$ cat src/rtl/lane_steer_pkg.sv
package lane_steer_pkg;

   localparam int unsigned BUS_W = 32;
   localparam int unsigned LANES = BUS_W / 8;

   typedef enum logic [1:0] {
      SZ_BYTE = 2'd0,
      SZ_WORD = 2'd1,
      SZ_LONG = 2'd2,
      SZ_RSVD = 2'd3
   } xfer_size_e;

   typedef enum logic [1:0] {
      DW_8    = 2'd0,
      DW_16   = 2'd1,
      DW_32   = 2'd2,
      DW_RSVD = 2'd3
   } dev_width_e;

   typedef struct packed {
      logic             write;
      logic [1:0]       size;
      logic [1:0]       width;
      logic             le;
      logic [BUS_W-1:0] wdata;
   } xfer_t;

   typedef struct packed {
      logic       hit;
      logic [1:0] vbyte;
   } lane_map_t;

   function automatic logic [2:0] size_bytes(input logic [1:0] sz);
      case (sz)
         SZ_BYTE: return 3'd1;
         SZ_WORD: return 3'd2;
         default: return 3'd4;
      endcase
   endfunction

   function automatic logic [2:0] width_bytes(input logic [1:0] wd);
      case (wd)
         DW_8:    return 3'd1;
         DW_16:   return 3'd2;
         default: return 3'd4;
      endcase
   endfunction

   function automatic logic [1:0] width_shift(input logic [1:0] wd);
      case (wd)
         DW_8:    return 2'd0;
         DW_16:   return 2'd1;
         default: return 2'd2;
      endcase
   endfunction

   // Which value byte, if any, a device lane carries in the current beat.
   function automatic lane_map_t map_lane(
      input logic [1:0] lane,
      input logic [1:0] beat_lo,
      input logic [1:0] req_lo,
      input logic [1:0] sz,
      input logic [1:0] wd,
      input logic       le
   );
      logic [2:0] wb, sb, base, off, a, k, v;
      lane_map_t  m;
      wb   = width_bytes(wd);
      sb   = size_bytes(sz);
      base = {1'b0, beat_lo} & ~(wb - 3'd1);
      off  = le ? {1'b0, lane} : (wb - 3'd1 - {1'b0, lane});
      a    = base + off;
      k    = a - {1'b0, req_lo};
      v    = le ? k : (sb - 3'd1 - k);
      m.hit   = ({1'b0, lane} < wb) && (a >= {1'b0, req_lo}) && (k < sb);
      m.vbyte = v[1:0];
      return m;
   endfunction

endpackage

$ cat src/rtl/lane_steer_seq.sv
module lane_steer_seq
   import lane_steer_pkg::*;
#(
   parameter int unsigned ADDR_W = 27
)(
   input  logic              clk,
   input  logic              rst_n,
   input  logic              accept,
   input  logic [ADDR_W-1:0] req_addr,
   input  xfer_t             req_xfer,
   input  logic              ext_ack,
   output logic              busy,
   output logic              done,
   output logic              beat_ack,
   output logic [ADDR_W-1:0] beat_addr,
   output logic [1:0]        base_lo,
   output xfer_t             xfer_q
);

   logic [2:0]        sb_in, wb_in;
   logic [1:0]        ws_in, last_in;
   logic [ADDR_W-1:0] addr_al;

   logic [ADDR_W-1:0] base_q;
   logic [1:0]        beat_q, last_q, ws_q;
   logic              busy_q, done_q;

   assign sb_in   = size_bytes(req_xfer.size);
   assign wb_in   = width_bytes(req_xfer.width);
   assign ws_in   = width_shift(req_xfer.width);
   assign last_in = (sb_in > wb_in) ? 2'((sb_in >> ws_in) - 3'd1) : 2'd0;
   assign addr_al = req_addr & ~ADDR_W'(sb_in - 3'd1);

   assign busy      = busy_q;
   assign done      = done_q;
   assign beat_ack  = busy_q && ext_ack;
   assign beat_addr = base_q + (ADDR_W'(beat_q) << ws_q);
   assign base_lo   = base_q[1:0];

   always_ff @(posedge clk or negedge rst_n) begin
      if (!rst_n) begin
         busy_q <= 1'b0;
         done_q <= 1'b0;
         beat_q <= '0;
         last_q <= '0;
         ws_q   <= '0;
         base_q <= '0;
         xfer_q <= '0;
      end else if (accept) begin
         busy_q <= 1'b1;
         done_q <= 1'b0;
         beat_q <= '0;
         last_q <= last_in;
         ws_q   <= ws_in;
         base_q <= addr_al;
         xfer_q <= req_xfer;
      end else begin
         done_q <= 1'b0;
         if (beat_ack) begin
            if (beat_q == last_q) begin
               busy_q <= 1'b0;
               done_q <= 1'b1;
            end else begin
               beat_q <= beat_q + 2'd1;
            end
         end
      end
   end

endmodule

$ cat src/rtl/lane_steer_wr.sv
module lane_steer_wr
   import lane_steer_pkg::*;
(
   input  logic             active,
   input  xfer_t            xfer,
   input  logic [1:0]       req_lo,
   input  logic [1:0]       beat_lo,
   output logic [LANES-1:0] lane_we,
   output logic [BUS_W-1:0] lane_data
);

   for (genvar gl = 0; gl < LANES; gl++) begin : g_lane
      lane_map_t m;
      assign m = map_lane(2'(gl), beat_lo, req_lo, xfer.size, xfer.width, xfer.le);
      assign lane_we[gl] = active && xfer.write && m.hit;
      assign lane_data[8*gl +: 8] = m.hit ? xfer.wdata[{m.vbyte, 3'b000} +: 8] : 8'h00;
   end

endmodule

$ cat src/rtl/lane_steer_rd.sv
module lane_steer_rd
   import lane_steer_pkg::*;
(
   input  logic             clk,
   input  logic             rst_n,
   input  logic             clear,
   input  logic             capture,
   input  logic             is_write,
   input  logic [1:0]       size,
   input  logic [1:0]       width,
   input  logic             le,
   input  logic [1:0]       req_lo,
   input  logic [1:0]       beat_lo,
   input  logic [BUS_W-1:0] ext_rdata,
   output logic [BUS_W-1:0] rdata
);

   logic [BUS_W-1:0] acc_q, merged;
   lane_map_t        maps [LANES];

   for (genvar gl = 0; gl < LANES; gl++) begin : g_map
      assign maps[gl] = map_lane(2'(gl), beat_lo, req_lo, size, width, le);
   end

   always_comb begin
      merged = acc_q;
      for (int l = 0; l < LANES; l++) begin
         if (maps[l].hit) merged[{maps[l].vbyte, 3'b000} +: 8] = ext_rdata[8*l +: 8];
      end
   end

   always_ff @(posedge clk or negedge rst_n) begin
      if (!rst_n)                    acc_q <= '0;
      else if (clear)                acc_q <= '0;
      else if (capture && !is_write) acc_q <= merged;
   end

   assign rdata = acc_q;

endmodule

$ cat src/rtl/lane_steer.sv
module lane_steer
   import lane_steer_pkg::*;
#(
   parameter  int unsigned ADDR_W      = 27,
   parameter  int unsigned NUM_REGIONS = 4,
   parameter  int unsigned LE_REGION   = 2,
   localparam int unsigned REGION_W    = (NUM_REGIONS > 1) ? $clog2(NUM_REGIONS) : 1
)(
   input  logic                clk,
   input  logic                rst_n,
   input  logic                req_valid,
   input  logic                req_write,
   input  logic [1:0]          req_size,
   input  logic [ADDR_W-1:0]   req_addr,
   input  logic [31:0]         req_wdata,
   input  logic [REGION_W-1:0] req_region,
   input  logic [1:0]          dev_width,
   input  logic                le_enable,
   output logic                busy,
   output logic                done,
   output logic [31:0]         rdata,
   output logic                ext_valid,
   output logic                ext_write,
   output logic [ADDR_W-1:0]   ext_addr,
   output logic [31:0]         ext_wdata,
   output logic [3:0]          ext_lane_we,
   input  logic                ext_ack,
   input  logic [31:0]         ext_rdata
);

   initial begin : param_checks
      if (ADDR_W < 3)               $fatal(1, "lane_steer: ADDR_W must be at least 3");
      if (NUM_REGIONS < 1)          $fatal(1, "lane_steer: NUM_REGIONS must be at least 1");
      if (LE_REGION >= NUM_REGIONS) $fatal(1, "lane_steer: LE_REGION outside region range");
      if (BUS_W != 32)              $fatal(1, "lane_steer: internal bus must be 32 bits");
   end

   logic        accept, le_eff, beat_ack;
   logic [1:0]  size_n, width_n, base_lo;
   xfer_t       req_x, xfer_q;
   logic [ADDR_W-1:0] beat_addr;

   assign accept  = req_valid && !busy;
   assign le_eff  = le_enable && (req_region == REGION_W'(LE_REGION));
   assign size_n  = (req_size  == SZ_RSVD) ? SZ_LONG : req_size;
   assign width_n = (dev_width == DW_RSVD) ? DW_32   : dev_width;
   assign req_x   = '{write: req_write, size: size_n, width: width_n, le: le_eff, wdata: req_wdata};

   lane_steer_seq #(.ADDR_W(ADDR_W)) i_seq (
      .clk       (clk),
      .rst_n     (rst_n),
      .accept    (accept),
      .req_addr  (req_addr),
      .req_xfer  (req_x),
      .ext_ack   (ext_ack),
      .busy      (busy),
      .done      (done),
      .beat_ack  (beat_ack),
      .beat_addr (beat_addr),
      .base_lo   (base_lo),
      .xfer_q    (xfer_q)
   );

   lane_steer_wr i_wr (
      .active    (busy),
      .xfer      (xfer_q),
      .req_lo    (base_lo),
      .beat_lo   (beat_addr[1:0]),
      .lane_we   (ext_lane_we),
      .lane_data (ext_wdata)
   );

   lane_steer_rd i_rd (
      .clk       (clk),
      .rst_n     (rst_n),
      .clear     (accept),
      .capture   (beat_ack),
      .is_write  (xfer_q.write),
      .size      (xfer_q.size),
      .width     (xfer_q.width),
      .le        (xfer_q.le),
      .req_lo    (base_lo),
      .beat_lo   (beat_addr[1:0]),
      .ext_rdata (ext_rdata),
      .rdata     (rdata)
   );

   assign ext_valid = busy;
   assign ext_write = busy && xfer_q.write;
   assign ext_addr  = beat_addr;

endmodule

$ cat config.mk
export PLATFORM = sky130hd
export DESIGN_NAME = lane_steer
export DESIGN_NICKNAME = d
export VERILOG_FILES = /design/src/rtl/lane_steer_pkg.sv /design/src/rtl/lane_steer_seq.sv /design/src/rtl/lane_steer_wr.sv /design/src/rtl/lane_steer_rd.sv /design/src/rtl/lane_steer.sv
export SDC_FILE = /design/constraint.sdc
export NUM_CORES = 1
export LEC_CHECK = 0
export ABC_AREA = 0
export BUFFER_PORTS_ARGS = -buffer_cell sky130_fd_sc_hd__buf_2
export CORE_ASPECT_RATIO = 1.5
export CORE_MARGIN = 5
export CORE_UTILIZATION = 25
export CTS_CLUSTER_DIAMETER = 50
export DETAILED_ROUTE_END_ITERATION = 6
export SYNTH_ARGS = -nofsm -noshare
export SYNTH_HDL_FRONTEND = slang
export SYNTH_SLANG_ARGS = --single-unit
$ cat constraint.sdc
create_clock -name clk -period 8.74 [get_ports clk]
set_input_delay 0.874 -clock clk [delete_from_list [all_inputs] [get_ports clk]]
set_output_delay 0.874 -clock clk [all_outputs]
set_load 0.05 [all_outputs]
==> flow_summary.ini <==
[synthesis]
netlist_instances = 1148
synth_edf_count = 0
synth_area_um2 = 8770
synth.distinct_cells = 72
synth_area_leader_cell = dfrtp_1
synthSimpleGateAreaFrac = 0.2809
synth_area_per_cell_um2 = 7.639
yosys-mux-area-fraction = 0.04109
synth.yosys.warnings = 0
synth_xor_area_frac = 0.04152
synth-compound-area-share = 0.2064
async_flop_share = 1.000
synthTopCellsByArea = dfrtp_1 (29%), nand2_1 (14%), ha_1 (6.4%), nor2_1 (3.2%), xnor2_1 (3.0%)
yosys.area_share.adder = 0.08018
seq_area_frac_synth = 0.2939
synth_top_family_by_area = simple AND/OR/NAND/NOR gates
synth_flop_cell = dfrtp_1
synth_seq_cells = 103
yosysTopAreaCellShare = 0.2939

[timing]
achievable-frequency_ghz = 0.1518
slew_violations = 0
whs_ns = 0.4774
worst_slew_pin_slew_ns = 1.330
rsz0062_at_grt = false
hold_viol_final = 0
setup_ws_ns = 2.150
fin_crit_sh = 0.7540
setup_viol = 0
fin_setup_tns_ns = 0
relSlewSlack = 0.1114
finClkSkew_ns = 0.007617
fin_crit_ns = 6.590

[global_routing]
grt_pass1_wl_um = 52870
grt_use_total = 0.1721
grt_max_degree = 70
grt_pass1_vias = 9187
antenna_found_initial = 2
grt_overflow = 0

[place]
dp_slack_ns = 2.521
dp_cells = 1767
io_buffers = 201
hpwl_um = 26400
gp_congestion = 0.9730

[floorplan]
num_rows = 84
die_y_um = 239.4
die-area_um2 = 39000
die_w_um = 162.9
initial_utilization = 0.2513
ios = 202
core_um2 = 34890

[routing]
wl_per_cell_um = 19.46
wl_um = 34750
dr_wl_met2_um = 17040
viasPerCell = 5.198
ant_nets = 0
routed-wl-met3_um = 2810
drt_first_pass_iters = 6
num_vias = 9284
highest_layer = met5
drt_iter0_drc = 785
wl_met1_um = 13330
drc_errors = 0

[cts]
cts_tree = done
clock_latency_ns = 0.36
post_cts_buffers = 0
clk_pin_slew_ns = 0.07
cts-htree-levels = 3
clock-root-buffer = clkbuf_16
ctsHoldBuffers = 0
cts_buffer_depth = 2
cts_buffers = 9
cts_num_sinks = 103
cts-resized-gates = 0

[critical_path]
cp_data_required_time_ns = 7.87
end_kind = output port
worst_setup_path_start_kind = flop
path_class = reg2out
crit_fanout = 10
arrival_ns = 5.72

[cells_and_area]
layout-drive-gt1-share = 0.2008
nets = 1460
area_growth_pct = 19.70
layout.cells.non_filler = 1786

[flow_run]
drv.max_cap_violation_count = 0

[worst_hold_path]
hp-class = in2async

[status]
status = completed
## area by class of cell
cell class | instances | area, um^2
Inverter | 52 | 195.2
Multi-Input combinational cell | 929 | 5751
Fill cell | 3878 | 24400
Timing Repair Buffer | 210 | 1076
Clock inverter | 4 | 52.55
Antenna cell | 3 | 7.507
Clock buffer | 12 | 246.5
Tap cell | 473 | 591.8
Sequential cell | 103 | 2577
## layer usage
metal / vias to the layer above / global-route usage
li1: 4382 / -
met1: 4373 / 0.2064
met2: 438 / 0.2945
met3: 89 / 0.03736
met4: 2 / 0.07731
met5: - / 0
## cells in the mapped netlist (9+ instances only)
| cell | number |
|---|---|
| a21o_1 | 23 |
| mux2i_1 | 18 |
| nor2b_1 | 12 |
| nor4_1 | 15 |
| nand3_1 | 37 |
| o21ai_0 | 31 |
| a21oi_1 | 41 |
| xor2_1 | 9 |
| nor2_1 | 74 |
| a22oi_1 | 19 |
| buf_1 | 11 |
| and3_1 | 9 |
| xnor2_1 | 30 |
| nor4b_1 | 9 |
| inv_1 | 49 |
| clkbuf_1 | 40 |
| mux2_2 | 16 |
| nor3_1 | 15 |
| dfrtp_1 | 103 |
| a221oi_1 | 27 |
| nand4_1 | 15 |
| ha_1 | 45 |
| nand2_1 | 328 |
| a211oi_1 | 33 |
## flip-flops by register name, summed over array words and instances, names as in the netlist
signal        flops
i_seq.ws_q        1
i_seq.base_q     27
i_seq.busy        1
i_seq.last_q      2
i_seq.beat_q      2
i_rd.rdata       32
i_seq.xfer_q     37
i_seq.done        1
## cells by family (layout without fill, tap and decap cells)
family,count (synthesis),count (layout)
AOI/OAI and AO/OA,250,250
xor gates and xnor gates,40,40
adders and majority gates,52,52
buffers and inverters,117,278
DFF,103,103
muxes,34,34
other,1,5
and+or+nand+nor,551,551
## stage by stage
step           area [um^2]  utilization
4_1_cts              10490       0.3006
5_1_grt              10490       0.3007
3_3_place_gp         10190       0.2921
2_1_floorplan         8773            -
3_5_place_dp         10190       0.2921
6_report             10500       0.3008
## final timing paths
kind / startpoint / endpoint / slack [ns] / depth (start not counted)
max: i_seq.xfer_q[33]$_DFFE_PN0P_ / ext_wdata[8] / 2.15 / 16
max reg2reg: i_seq.xfer_q[33]$_DFFE_PN0P_ / i_rd.rdata[4]$_DFFE_PN0P_ / 2.54 / 16
min reg2reg: i_seq.xfer_q[36]$_DFFE_PN0P_ / i_seq.xfer_q[36]$_DFFE_PN0P_ / 0.50 / 2
max in group asynchronous: rst_n / i_seq.base_q[18]$_DFFE_PN0P_ / 6.92 / 2
min: rst_n / i_seq.xfer_q[27]$_DFFE_PN0P_ / 0.48 / 1
min in group clk: i_seq.xfer_q[36]$_DFFE_PN0P_ / i_seq.xfer_q[36]$_DFFE_PN0P_ / 0.50 / 2
## critical path, stage by stage (launching register included)
cell and delay, ns:
dfrtp_1 0.46, nor2_1 0.30, and2_1 0.18, ha_1 0.15
inv_1 0.05, fa_1 0.47, nor2b_1 0.21, inv_1 0.12
fa_1 0.62, inv_1 0.09, fa_1 0.68, ha_1 0.28
nor2b_1 0.12, o21ai_1 0.42, nand3_2 0.38, a211oi_1 0.45
buf_2 0.35
## cells in the final DEF (no fill, tap or decap), types with 31 or more instances in the layout
| cell type | instances |
|---|---|
| inv_1 | 49 |
| nand2_1 | 328 |
| o21ai_0 | 31 |
| nor2_1 | 72 |
| a211oi_1 | 33 |
| ha_1 | 45 |
| dfrtp_1 | 103 |
| buf_2 | 200 |
| a21oi_1 | 41 |
| nand3_1 | 37 |
Power is not shown: default switching activity piles up to over one toggle a cycle in this logic, so the estimate is an artifact.
